## config.mk

```make
export PLATFORM = sky130hd
export DESIGN_NAME = link_rate_ctrl
export DESIGN_NICKNAME = d
export VERILOG_FILES = /design/src/rtl/lrc_pkg.sv /design/src/rtl/lrc_fsm.sv /design/src/rtl/lrc_irq.sv /design/src/rtl/lrc_regs.sv /design/src/rtl/link_rate_ctrl.sv
export SDC_FILE = /design/constraint.sdc
export NUM_CORES = 1
export LEC_CHECK = 0
export ABC_AREA = 1
export BUFFER_PORTS_ARGS = -buffer_cell sky130_fd_sc_hd__buf_4
export CAP_MARGIN = 20
export CELL_PAD_IN_SITES_DETAIL_PLACEMENT = 1
export CELL_PAD_IN_SITES_GLOBAL_PLACEMENT = 1
export CORE_MARGIN = 2
export CORE_UTILIZATION = 38
export DETAILED_ROUTE_END_ITERATION = 16
export PLACE_DENSITY_LB_ADDON = 0.2
export SLEW_MARGIN = 20
export SYNTH_ARGS = -nofsm -noshare
export SYNTH_HDL_FRONTEND = slang
export SYNTH_SLANG_ARGS = --single-unit
```

## constraint.sdc

```tcl
create_clock -name clk -period 3.2 [get_ports clk]
set_input_delay 0.16 -clock clk [delete_from_list [all_inputs] [get_ports clk]]
set_output_delay 0.16 -clock clk [all_outputs]
set_load 0.03 [all_outputs]
```

## src/rtl/lrc_pkg.sv

```systemverilog
package lrc_pkg;

    typedef enum logic [1:0] {
        ST_IDLE    = 2'd0,
        ST_TRAIN   = 2'd1,
        ST_LOCKED  = 2'd2,
        ST_HOLDOFF = 2'd3
    } lrc_state_e;

    // register word indices
    localparam int A_STATUS   = 0;
    localparam int A_CTRL     = 1;
    localparam int A_CAP      = 2;
    localparam int A_REASON   = 3;
    localparam int A_LOCAL_EN = 4;
    localparam int A_TOP_STAT = 5;
    localparam int A_TOP_EN   = 6;

    // bit positions
    localparam int B_FIN    = 4;
    localparam int B_FAIL   = 6;
    localparam int B_SUCC   = 7;
    localparam int B_SPD_LO = 16;
    localparam int SPD_W    = 4;
    localparam int B_START  = 24;
    localparam int B_REASON = 31;
    localparam int B_MACIRQ = 13;

    localparam logic [SPD_W-1:0] SPD_BASE = 4'd1;

endpackage

```

## src/rtl/lrc_fsm.sv

```systemverilog
module lrc_fsm
    import lrc_pkg::*;
#(
    parameter int HOLDOFF_CYCLES = 40_000_000
) (
    input  logic clk,
    input  logic rst_n,
    input  logic start_wr,
    input  logic fin_pending,
    input  logic start_busy,
    input  logic train_done,
    input  logic train_ok,
    input  logic link_in_l0,
    output logic accept,
    output logic finish,
    output logic finish_ok,
    output logic train_req
);

    localparam int CNT_W = $clog2(HOLDOFF_CYCLES + 1);
    localparam logic [CNT_W-1:0] CNT_LAST = CNT_W'(HOLDOFF_CYCLES - 1);

    lrc_state_e state_q, state_d;
    logic [CNT_W-1:0] hold_cnt;
    logic cnt_last;

    assign cnt_last = (hold_cnt == CNT_LAST);

    // state register and holdoff counter
    always_ff @(posedge clk or negedge rst_n) begin
        if (!rst_n) begin
            state_q  <= ST_IDLE;
            hold_cnt <= '0;
        end else begin
            state_q <= state_d;
            if (state_q == ST_HOLDOFF)
                hold_cnt <= hold_cnt + 1'b1;
            else
                hold_cnt <= '0;
        end
    end

    // next state
    always_comb begin
        state_d = state_q;
        unique case (state_q)
            ST_IDLE:    if (start_wr && !fin_pending && !start_busy) state_d = ST_TRAIN;
            ST_TRAIN:   if (train_done) state_d = train_ok ? ST_IDLE : ST_LOCKED;
            ST_LOCKED:  if (link_in_l0) state_d = ST_HOLDOFF;
            ST_HOLDOFF: if (cnt_last) state_d = ST_IDLE;
            default:    state_d = ST_IDLE;
        endcase
    end

    // outputs
    always_comb begin
        accept    = 1'b0;
        finish    = 1'b0;
        finish_ok = 1'b0;
        train_req = 1'b0;
        unique case (state_q)
            ST_IDLE:  accept = start_wr && !fin_pending && !start_busy;
            ST_TRAIN: begin
                train_req = 1'b1;
                finish    = train_done;
                finish_ok = train_done && train_ok;
            end
            ST_LOCKED, ST_HOLDOFF: ;
            default: ;
        endcase
    end

endmodule

```

## src/rtl/lrc_irq.sv

```systemverilog
module lrc_irq (
    input  logic fin_flag,
    input  logic local_en,
    input  logic top_en,
    output logic top_stat,
    output logic irq
);

    assign top_stat = fin_flag & local_en;
    assign irq      = top_stat & top_en;

endmodule

```

## src/rtl/lrc_regs.sv

```systemverilog
module lrc_regs
    import lrc_pkg::*;
#(
    parameter int ADDR_W = 3
) (
    input  logic              clk,
    input  logic              rst_n,
    input  logic              reg_we,
    input  logic [ADDR_W-1:0] reg_addr,
    input  logic [31:0]       reg_wdata,
    output logic [31:0]       reg_rdata,
    input  logic [SPD_W-1:0]  link_cap_speed,
    input  logic [SPD_W-1:0]  train_speed,
    input  logic              accept,
    input  logic              finish,
    input  logic              finish_ok,
    input  logic              top_stat,
    output logic              start_wr,
    output logic              fin_flag,
    output logic              succ_flag,
    output logic              fail_flag,
    output logic              start_bit,
    output logic [SPD_W-1:0]  cur_speed,
    output logic              reason_bit,
    output logic              local_en,
    output logic              top_en
);

    logic wr_status, wr_reason, wr_local, wr_top;
    logic unused_wdata;

    assign wr_status = reg_we && (reg_addr == ADDR_W'(A_STATUS));
    assign wr_reason = reg_we && (reg_addr == ADDR_W'(A_REASON));
    assign wr_local  = reg_we && (reg_addr == ADDR_W'(A_LOCAL_EN));
    assign wr_top    = reg_we && (reg_addr == ADDR_W'(A_TOP_EN));
    assign start_wr  = reg_we && (reg_addr == ADDR_W'(A_CTRL)) && reg_wdata[B_START];
    assign unused_wdata = ^reg_wdata;

    always_ff @(posedge clk or negedge rst_n) begin
        if (!rst_n) begin
            fin_flag   <= 1'b0;
            succ_flag  <= 1'b0;
            fail_flag  <= 1'b0;
            start_bit  <= 1'b0;
            cur_speed  <= SPD_BASE;
            reason_bit <= 1'b1;
            local_en   <= 1'b0;
            top_en     <= 1'b0;
        end else begin
            if (wr_status) begin
                if (reg_wdata[B_FIN])  fin_flag  <= 1'b0;
                if (reg_wdata[B_SUCC]) succ_flag <= 1'b0;
                if (reg_wdata[B_FAIL]) fail_flag <= 1'b0;
            end
            // a completion in the same cycle takes precedence over a clear
            if (finish) begin
                fin_flag  <= 1'b1;
                succ_flag <= finish_ok;
                fail_flag <= !finish_ok;
                if (finish_ok) cur_speed <= train_speed;
            end
            if (accept)      start_bit <= 1'b1;
            else if (finish) start_bit <= 1'b0;
            if (wr_reason) reason_bit <= reg_wdata[B_REASON];
            if (wr_local)  local_en   <= reg_wdata[B_FIN];
            if (wr_top)    top_en     <= reg_wdata[B_MACIRQ];
        end
    end

    always_comb begin
        reg_rdata = '0;
        unique case (reg_addr)
            ADDR_W'(A_STATUS): begin
                reg_rdata[B_FIN]  = fin_flag;
                reg_rdata[B_FAIL] = fail_flag;
                reg_rdata[B_SUCC] = succ_flag;
                reg_rdata[B_SPD_LO +: SPD_W] = cur_speed;
            end
            ADDR_W'(A_CTRL):     reg_rdata[B_START]  = start_bit;
            ADDR_W'(A_CAP):      reg_rdata[B_SPD_LO +: SPD_W] = link_cap_speed;
            ADDR_W'(A_REASON):   reg_rdata[B_REASON] = reason_bit;
            ADDR_W'(A_LOCAL_EN): reg_rdata[B_FIN]    = local_en;
            ADDR_W'(A_TOP_STAT): reg_rdata[B_MACIRQ] = top_stat;
            ADDR_W'(A_TOP_EN):   reg_rdata[B_MACIRQ] = top_en;
            default:             reg_rdata = '0;
        endcase
    end

endmodule

```

## src/rtl/link_rate_ctrl.sv

```systemverilog
module link_rate_ctrl
    import lrc_pkg::*;
#(
    parameter int ADDR_W         = 3,
    parameter int HOLDOFF_CYCLES = 40_000_000
) (
    input  logic              clk,
    input  logic              rst_n,
    input  logic              reg_we,
    input  logic [ADDR_W-1:0] reg_addr,
    input  logic [31:0]       reg_wdata,
    output logic [31:0]       reg_rdata,
    input  logic [3:0]        link_cap_speed,
    output logic              train_req,
    output logic              train_reason,
    input  logic              train_done,
    input  logic              train_ok,
    input  logic [3:0]        train_speed,
    input  logic              link_in_l0,
    output logic              irq
);

    logic start_wr, accept, finish, finish_ok;
    logic fin_flag, succ_flag, fail_flag, start_bit;
    logic local_en, top_en, top_stat;
    logic [SPD_W-1:0] cur_speed;

    lrc_regs #(.ADDR_W(ADDR_W)) u_regs (
        .clk(clk), .rst_n(rst_n),
        .reg_we(reg_we), .reg_addr(reg_addr), .reg_wdata(reg_wdata), .reg_rdata(reg_rdata),
        .link_cap_speed(link_cap_speed), .train_speed(train_speed),
        .accept(accept), .finish(finish), .finish_ok(finish_ok), .top_stat(top_stat),
        .start_wr(start_wr), .fin_flag(fin_flag), .succ_flag(succ_flag), .fail_flag(fail_flag),
        .start_bit(start_bit), .cur_speed(cur_speed), .reason_bit(train_reason),
        .local_en(local_en), .top_en(top_en)
    );

    lrc_fsm #(.HOLDOFF_CYCLES(HOLDOFF_CYCLES)) u_fsm (
        .clk(clk), .rst_n(rst_n),
        .start_wr(start_wr), .fin_pending(fin_flag), .start_busy(start_bit),
        .train_done(train_done), .train_ok(train_ok), .link_in_l0(link_in_l0),
        .accept(accept), .finish(finish), .finish_ok(finish_ok), .train_req(train_req)
    );

    lrc_irq u_irq (
        .fin_flag(fin_flag), .local_en(local_en), .top_en(top_en),
        .top_stat(top_stat), .irq(irq)
    );

endmodule

```

==> results of run 1 <==
what timing repair did:
item / 4_1_cts / 5_1_grt
hold buffers: 1 / 0
hold endpoints to repair: 37 / 0
gates resized for setup: 0 / 0
tightest hold or removal path: stages:
cell	delay (ns)
buf_4	0.08
nand2_1	0.04
nand2_1	0.05
where the power goes:
group	internal [W]	switching (W)	leakage, nW
sequential	0.000566	0.0000510	0.518
combinational	0.000119	0.000252	0.791
clock	0.000197	0.000177	0.0515
total	0.000881	0.000480	1.36
worst min-delay path by stage:
stage / depth (start not counted) / start / endpoint
floorplan: 0 / rst_n / asynchronous set/reset pin
global placement: 1 / rst_n / u_regs.fail_flag
detailed placement: 1 / rst_n / u_fsm.hold_cnt[9]
CTS: 3 / train_speed[1] / u_regs.cur_speed[1]
global route: 3 / train_speed[2] / u_regs.cur_speed[2]
finish: 3 / train_speed[1] / u_regs.cur_speed[1]
registers in the layout, summed over array words and instances, names as in the netlist, named ones only:
name / count
u_fsm.state_q: 1
u_regs.start_bit: 1
u_regs.cur_speed: 4
u_regs.fail_flag: 1
u_regs.top_en: 1
u_regs.fin_flag: 1
u_regs.local_en: 1
u_fsm.hold_cnt: 26
u_regs.reason_bit: 1
u_regs.succ_flag: 1
logic make-up after synthesis:
group | synth area share (%)
adders and majority gates | 0.507
buffers and inverters | 14.3
AOI/OAI and AO/OA | 7.50
DFF | 39.6
xor gates and xnor gates | 1.77
and+or+nand+nor | 36.1
other | 0.152
cells in the final DEF, fill, tap and decap left out, types with 3 or more instances in the layout:
cell type and count:
a21oi_1 10, buf_4 36, clkbuf_8 7, conb_1 22
dfrtp_1 37, inv_1 43, inv_2 3, nand2_1 94
nand2_2 3, nand3_1 15, nand4_1 6, nor2_1 61
nor2_2 6, nor2_4 3, nor3_1 5, o21ai_0 18
xor2_1 4
layout make-up:
| cell class | count | area (um^2) |
|---|---|---|
| Fill cell | 834 | 3470 |
| Timing Repair Buffer | 37 | 280 |
| Inverter | 46 | 173 |
| Tap cell | 77 | 96.3 |
| Sequential cell | 39 | 978 |
| Clock buffer | 8 | 100 |
| Multi-Input combinational cell | 262 | 1210 |
metrics by stage:
stage / instances / area [um^2] / setup WS [ns] / total power (W) / util, %
2_1_floorplan: 372 / 2550 / 1.46 / 0.000891 / -
3_3_place_gp: 460 / 2730 / 1.63 / 0.000990 / 43.3
3_5_place_dp: 460 / 2730 / 1.62 / 0.00100 / 43.3
4_1_cts: 469 / 2840 / 1.61 / 0.00138 / 45.0
5_1_grt: 469 / 2840 / 1.47 / 0.00145 / 45.0
6_report: 469 / 2840 / 1.62 / 0.00136 / 45.0
layer usage:
| layer | vias up | track usage [%] |
|---|---|---|
| met2 | 51 | 31.2 |
| li1 | 1130 | - |
| met4 | 0 | 6.35 |
| met3 | 8 | 3.74 |
| met1 | 1105 | 24.8 |
| met5 | - | 0 |
==> impl_metrics.env, run 1 <==
export IMPL_outcome="completed"
export IMPL_startpoint="u_fsm.hold_cnt[0]"
export IMPL_ios=84
export IMPL_rr_startpoint="u_fsm.hold_cnt[0]"
export IMPL_rsz0062_at_grt="no"
export IMPL_wl_met3_um=254
export IMPL_relSlewSlack_pct=65.8
export IMPL_r2r_slack_ns=1.62
export IMPL_syn_cell_area_um2=2470
export IMPL_grt_pass1_vias=2260
export IMPL_worstPathArrival_ns=1.76
export IMPL_vdd_drop_max_mv=0.270
export IMPL_synthTopCellsByArea="dfrtp_1, nand2_1, nor2_1, buf_4, inv_1"
export IMPL_seq_area_frac_synth_pct=39.6
export IMPL_cp_depth=10
export IMPL_synth_ff_type="dfrtp_1"
export IMPL_postCtsSetupBuffers=0
export IMPL_cts_tree="done"
export IMPL_required_ns=3.39
export IMPL_worst_slew_pin_slew_ns=0.513
export IMPL_drt_iter0_drc=90
export IMPL_clock_path_buffers=2
export IMPL_cap_violations=0
export IMPL_synth_top_cell_by_area="dfrtp_1"
export IMPL_port_buffers=35
export IMPL_synth_top_cells_by_count="nand2_1, nor2_1, inv_1"
export IMPL_dp_hpwl_um=4840
export IMPL_wl_met2_um=3010
export IMPL_worstSkewPairLatency_ns=0.30
export IMPL_synth_seq_cells=39
export IMPL_htree_num_levels=2
export IMPL_worstSetupStartpointType="flop"
export IMPL_cp_max_fo=5
export IMPL_powerDensity_nw_per_um2=479
export IMPL_diodes=0
export IMPL_setup_viol=0
export IMPL_grt_usage_pct=18.9
export IMPL_fin_nets=441
export IMPL_tns_ns=0
export IMPL_die_h_um=84.6
export IMPL_yosysTopAreaCellShare_pct=37.5
export IMPL_overflow=0
export IMPL_root_buffer="clkbuf_8"
export IMPL_num_rows=29
export IMPL_drive_above_1_share_pct=16.8
export IMPL_syn_instance_count=351
export IMPL_reg2regPathDepth=10
export IMPL_synth_yosys_warnings=0
export IMPL_avgSynthCellArea_um2=7.03
export IMPL_cp_cell_sequence="ha_1, nand2_2, nor2_2, nand2_1, nor2_1, nand2_1, nand2_1, nand3_1, nand2_1, nand2_1"
export IMPL_dr_pass1_iters=4
export IMPL_wl_met1_um=2950
export IMPL_fin_crit_sh_pct=49.2
export IMPL_start_util_pct=39.1
export IMPL_grt_pass1_wl_um=10800
export IMPL_async_flop_share_pct=100
export IMPL_cts_buffers=5
export IMPL_period_needed_ns=1.58
export IMPL_place_gp_congestion=0.877
export IMPL_fmaxAchievable_mhz=635
export IMPL_wire_per_inst_um=13.5
export IMPL_final_hold_viol_count=0
export IMPL_cts_sinks=39
export IMPL_antenna_found_initial=0
export IMPL_p_leak_nw=1.36
export IMPL_highest_layer="met4"
export IMPL_routed_via_density=4.89
export IMPL_synth_cell_types=30
export IMPL_ant_nets=0
export IMPL_drc=0
export IMPL_clock_skew_ns=0.00607
export IMPL_clkTransAtPathRegs_ns=0.07
export IMPL_endpoint_kind="flop"
export IMPL_cp_top_family="simple AND/OR/NAND/NOR gates"
export IMPL_grt_max_degree=40
export IMPL_vias=2294
export IMPL_critical_path_class="flop to flop"
export IMPL_die_area_um2=7160
export IMPL_cp_slowest_cell="dfrtp_1"
export IMPL_max_stage_delay_ns=0.41
export IMPL_holdCritPathClass="input pin to flop"
export IMPL_die_w_um=84.6
export IMPL_synth_edf_count=0
export IMPL_worst_path_buf_inv=0
export IMPL_yosysMostFrequentCell="nand2_1"
export IMPL_core_region_area_um2=6310
export IMPL_cp_common_cell="nand2_1"
export IMPL_whs_ns=0.0727
export IMPL_area_growth_synth_to_final_pct=15.2
export IMPL_drv_slew=0
export IMPL_wirelength_um=6310
No activity file was read; power rests on OpenSTA's default activity.
==> run 2: changes to the inputs <==
- ABC_AREA: 1 -> 0
- CORE_UTILIZATION: 38 -> 33
- clock period: 3.2 -> 1.4 ns (I/O delays scaled with it)
==> run 2 against run 1 <==
  * The flow now finishes with violations (negative setup slack)
  * Die area rose by 4.1%
  * Clock power rose by 120%
  * Sequential share of layout area fell by 5.9 points
  * Clock skew rose by 0.0038 ns
  * Critical path depth fell by 5
  * Hold slack got worse by 0.058 ns
  * Synthesized area fell by 9.4%
  * Flip-flop and latch count did not move
  * Sequential power rose by 120%
  * First-iteration DRC count rose by 10%
  * Non-clock buffer count rose by 67
  * Synthesized cell count fell by 32%
  * Critical path type unchanged
  * Largest cell class unchanged
  * Highest routed layer unchanged
==> impl_metrics.env, run 2 <==
export IMPL_outcome="finished, violations left"
export IMPL_violations="negative setup slack"
export IMPL_pwr_share_comb_pct=30.7
export IMPL_wirelength_um=6730
export IMPL_synth_top_cells_by_count="dfrtp_1, buf_4, nand2_1, nor2_1, nand4_1"
export IMPL_cp_top_family="simple AND/OR/NAND/NOR gates"
export IMPL_vias=2102
export IMPL_yosysMostFrequentCell="dfrtp_1"
export IMPL_final_cell_mix="buf_4, dfrtp_1, conb_1"
export IMPL_min_delay_start="train_speed[1]"
export IMPL_wire_per_inst_um=16.2
export IMPL_synth_cell_types=39
export IMPL_reg_top3="u_fsm.hold_cnt: 26 flops, u_regs.cur_speed: 4 flops"
export IMPL_multi_input_area_um2=1410
export IMPL_cp_max_fo=5
export IMPL_synth_yosys_warnings=0
export IMPL_grt_pass1_vias=2108
export IMPL_grt_busiest_layer="met2"
export IMPL_clkPwrFrac_pct=25.9
export IMPL_ios=84
export IMPL_use_met1_pct=24.4
export IMPL_critical_path_class="flop to flop"
export IMPL_endpoint_kind="flop"
export IMPL_top_register="u_fsm.hold_cnt"
export IMPL_worstReg2RegEnd="u_fsm.hold_cnt[19]"
export IMPL_worstPathArrival_ns=1.97
export IMPL_cp_slowest_cell="or4_1"
export IMPL_layout_setup_ws_ns=-0.349
export IMPL_power_w=0.00311
export IMPL_drv_slew=0
export IMPL_layout_area_seq_um2=982
export IMPL_setup_viol=15
export IMPL_place_gp_congestion=0.822
export IMPL_ant_nets=0
export IMPL_clock_skew_ns=0.00991
export IMPL_worstHoldEndpoint="u_regs.cur_speed[1]"
export IMPL_dp_hpwl_um=4510
export IMPL_fin_crit_sh_pct=125
export IMPL_async_flop_share_pct=100
export IMPL_diodes=0
export IMPL_required_ns=1.62
export IMPL_p_leak_nw=1.62
export IMPL_fillers=733
export IMPL_vdd_drop_max_mv=0.445
export IMPL_cts_buffers=5
export IMPL_cap_violations=0
export IMPL_clock_path_buffers=2
export IMPL_drive_above_1_share_pct=47.6
export IMPL_worstSkewPairLatency_ns=0.29
export IMPL_relSlewSlack_pct=65.1
export IMPL_largest_reg_flops=26
export IMPL_cp_cell_sequence="nand4_2, buf_4, or3_4, or4_1, a21oi_1"
export IMPL_p_seq_share_pct=43.5
export IMPL_routed_via_density=5.07
export IMPL_final_hold_viol_count=0
export IMPL_antenna_found_initial=0
export IMPL_synthTopCellsByArea="dfrtp_1, buf_4, nand4_1, mux2_2, nand2_1"
export IMPL_port_buffers=35
export IMPL_num_rows=29
export IMPL_cts_tree="done"
export IMPL_syn_instance_count=237
export IMPL_rr_startpoint="u_fsm.hold_cnt[13]"
export IMPL_area_growth_synth_to_final_pct=53.9
export IMPL_synth_ff_type="dfrtp_1"
export IMPL_root_buffer="clkbuf_8"
export IMPL_seq_area_frac_synth_pct=43.8
export IMPL_rsz0062_at_grt="yes"
export IMPL_dr_pass1_iters=4
export IMPL_grt_pass1_wl_um=10600
export IMPL_overflow=0
export IMPL_clkTransAtPathRegs_ns=0.08
export IMPL_start_util_pct=34.6
export IMPL_holdCritPathClass="input pin to flop"
export IMPL_grt_usage_pct=18.1
export IMPL_grt_max_degree=40
export IMPL_cts_sinks=39
export IMPL_yosysTopAreaCellShare_pct=41.4
export IMPL_gr_usage_met2_pct=31.1
export IMPL_gr_usage_met3_pct=1.43
export IMPL_min_path_cells=2
export IMPL_core_region_area_um2=6460
export IMPL_die_area_um2=7450
export IMPL_die_h_um=86.3
export IMPL_drc=0
export IMPL_avgSynthCellArea_um2=9.43
export IMPL_p_sw_share_pct=31.8
export IMPL_cell_internal_pwr_w=0.00212
export IMPL_synth_seq_cells=39
export IMPL_switching_power_w=0.000990
export IMPL_period_needed_ns=1.75
export IMPL_worst_path_buf_inv=1
export IMPL_syn_cell_area_um2=2240
export IMPL_die_w_um=86.3
export IMPL_dp_slack_ns=-0.385
export IMPL_final_common_cell="buf_4"
export IMPL_worstSetupStartpointType="flop"
export IMPL_worst_slew_pin_slew_ns=0.524
export IMPL_htree_num_levels=2
export IMPL_reg2regPathDepth=5
export IMPL_fin_nets=387
export IMPL_synth_edf_count=0
export IMPL_max_stage_delay_ns=0.47
export IMPL_powerDensity_nw_per_um2=905
export IMPL_tns_ns=-3.14
export IMPL_r2r_slack_ns=-0.35
export IMPL_drt_iter0_drc=99
export IMPL_synth_top_cell_by_area="dfrtp_1"
export IMPL_fmaxAchievable_mhz=572
## run 2: cell type report
type	count	area share [%]
multi-input combinational	183	40.9
tap	77	2.80
sequential	39	28.5
clock inverter	1	0.145
timing repair buffer	104	24.7
clock buffer	7	2.51
inverter	4	0.436
## run 2: kinds of logic (layout without fill, tap and decap cells)
kind of cell	count (synthesis)	after routing	share of synthesized area, %
other	1	22	0.168
AND/OR/NAND/NOR	110	110	27.8
AO/OA/AOI/OAI	23	23	6.27
buffers and inverters	36	116	9.85
flip-flops	39	39	43.8
multiplexers	12	12	5.76
adder cells (fa/ha/maj)	1	1	0.560
XOR/XNOR	15	15	5.88
## run 2: repair_timing
action	in CTS	in global routing
cloned	0	0
pin swaps	15	29
endpoints found under the hold margin	40	1
setup endpoints to repair	16	23
gates resized for setup	29	31
buffers inserted	6	10
hold buffers	3	1
## run 2: per-layer routing
metal / part of all wire (%) / wire [um]
met1: 45 / 3030
met4: 1.1 / 77
met3: 1.4 / 93
met5: 0 / 0
met2: 52 / 3530
## run 2: how the worst max path moves through the flow
stage / startpoint / endpoint / slack, ns / depth (start not counted)
2_1_floorplan: u_fsm.hold_cnt[8] / u_fsm.hold_cnt[22] / -0.41 / 6
3_3_place_gp: u_fsm.hold_cnt[17] / u_fsm.hold_cnt[22] / -0.32 / 4
3_5_place_dp: u_fsm.hold_cnt[18] / u_fsm.hold_cnt[22] / -0.38 / 4
4_1_cts: u_fsm.hold_cnt[17] / u_fsm.hold_cnt[22] / -0.33 / 4
5_1_grt: u_fsm.hold_cnt[20] / u_fsm.hold_cnt[22] / -0.39 / 4
6_report: u_fsm.hold_cnt[13] / u_fsm.hold_cnt[19] / -0.35 / 5
## run 2: through the flow
step	instance area [um^2]	std cells	hold slack, ns	util [%]
after floorplan	2380	258	-0.226	-
final	3440	415	0.0145	53.3
after global routing	3440	415	0.00895	53.3
after global placement	2910	388	0.0871	45.0
after CTS	3210	404	0.000465	49.8
after detailed placement	2910	388	0.0870	45.0
## run 2: worst reg2reg max path: stages (launching register included)
cell	delay (ns)
dfrtp_1	0.37
nand4_2	0.15
buf_4	0.18
or3_4	0.35
or4_1	0.47
a21oi_1	0.14
## run 2: power by group through the flow
| stage | Clock (W) | Combinational [W] | Sequential, W |
|---|---|---|---|
| floorplan | 0 | 0.000450 | 0.00139 |
| global route | 0.000879 | 0.00105 | 0.00137 |
| CTS | 0.000843 | 0.000844 | 0.00135 |
| detailed placement | 0 | 0.000782 | 0.00138 |
| global placement | 0 | 0.000760 | 0.00137 |
| finish | 0.000806 | 0.000955 | 0.00135 |
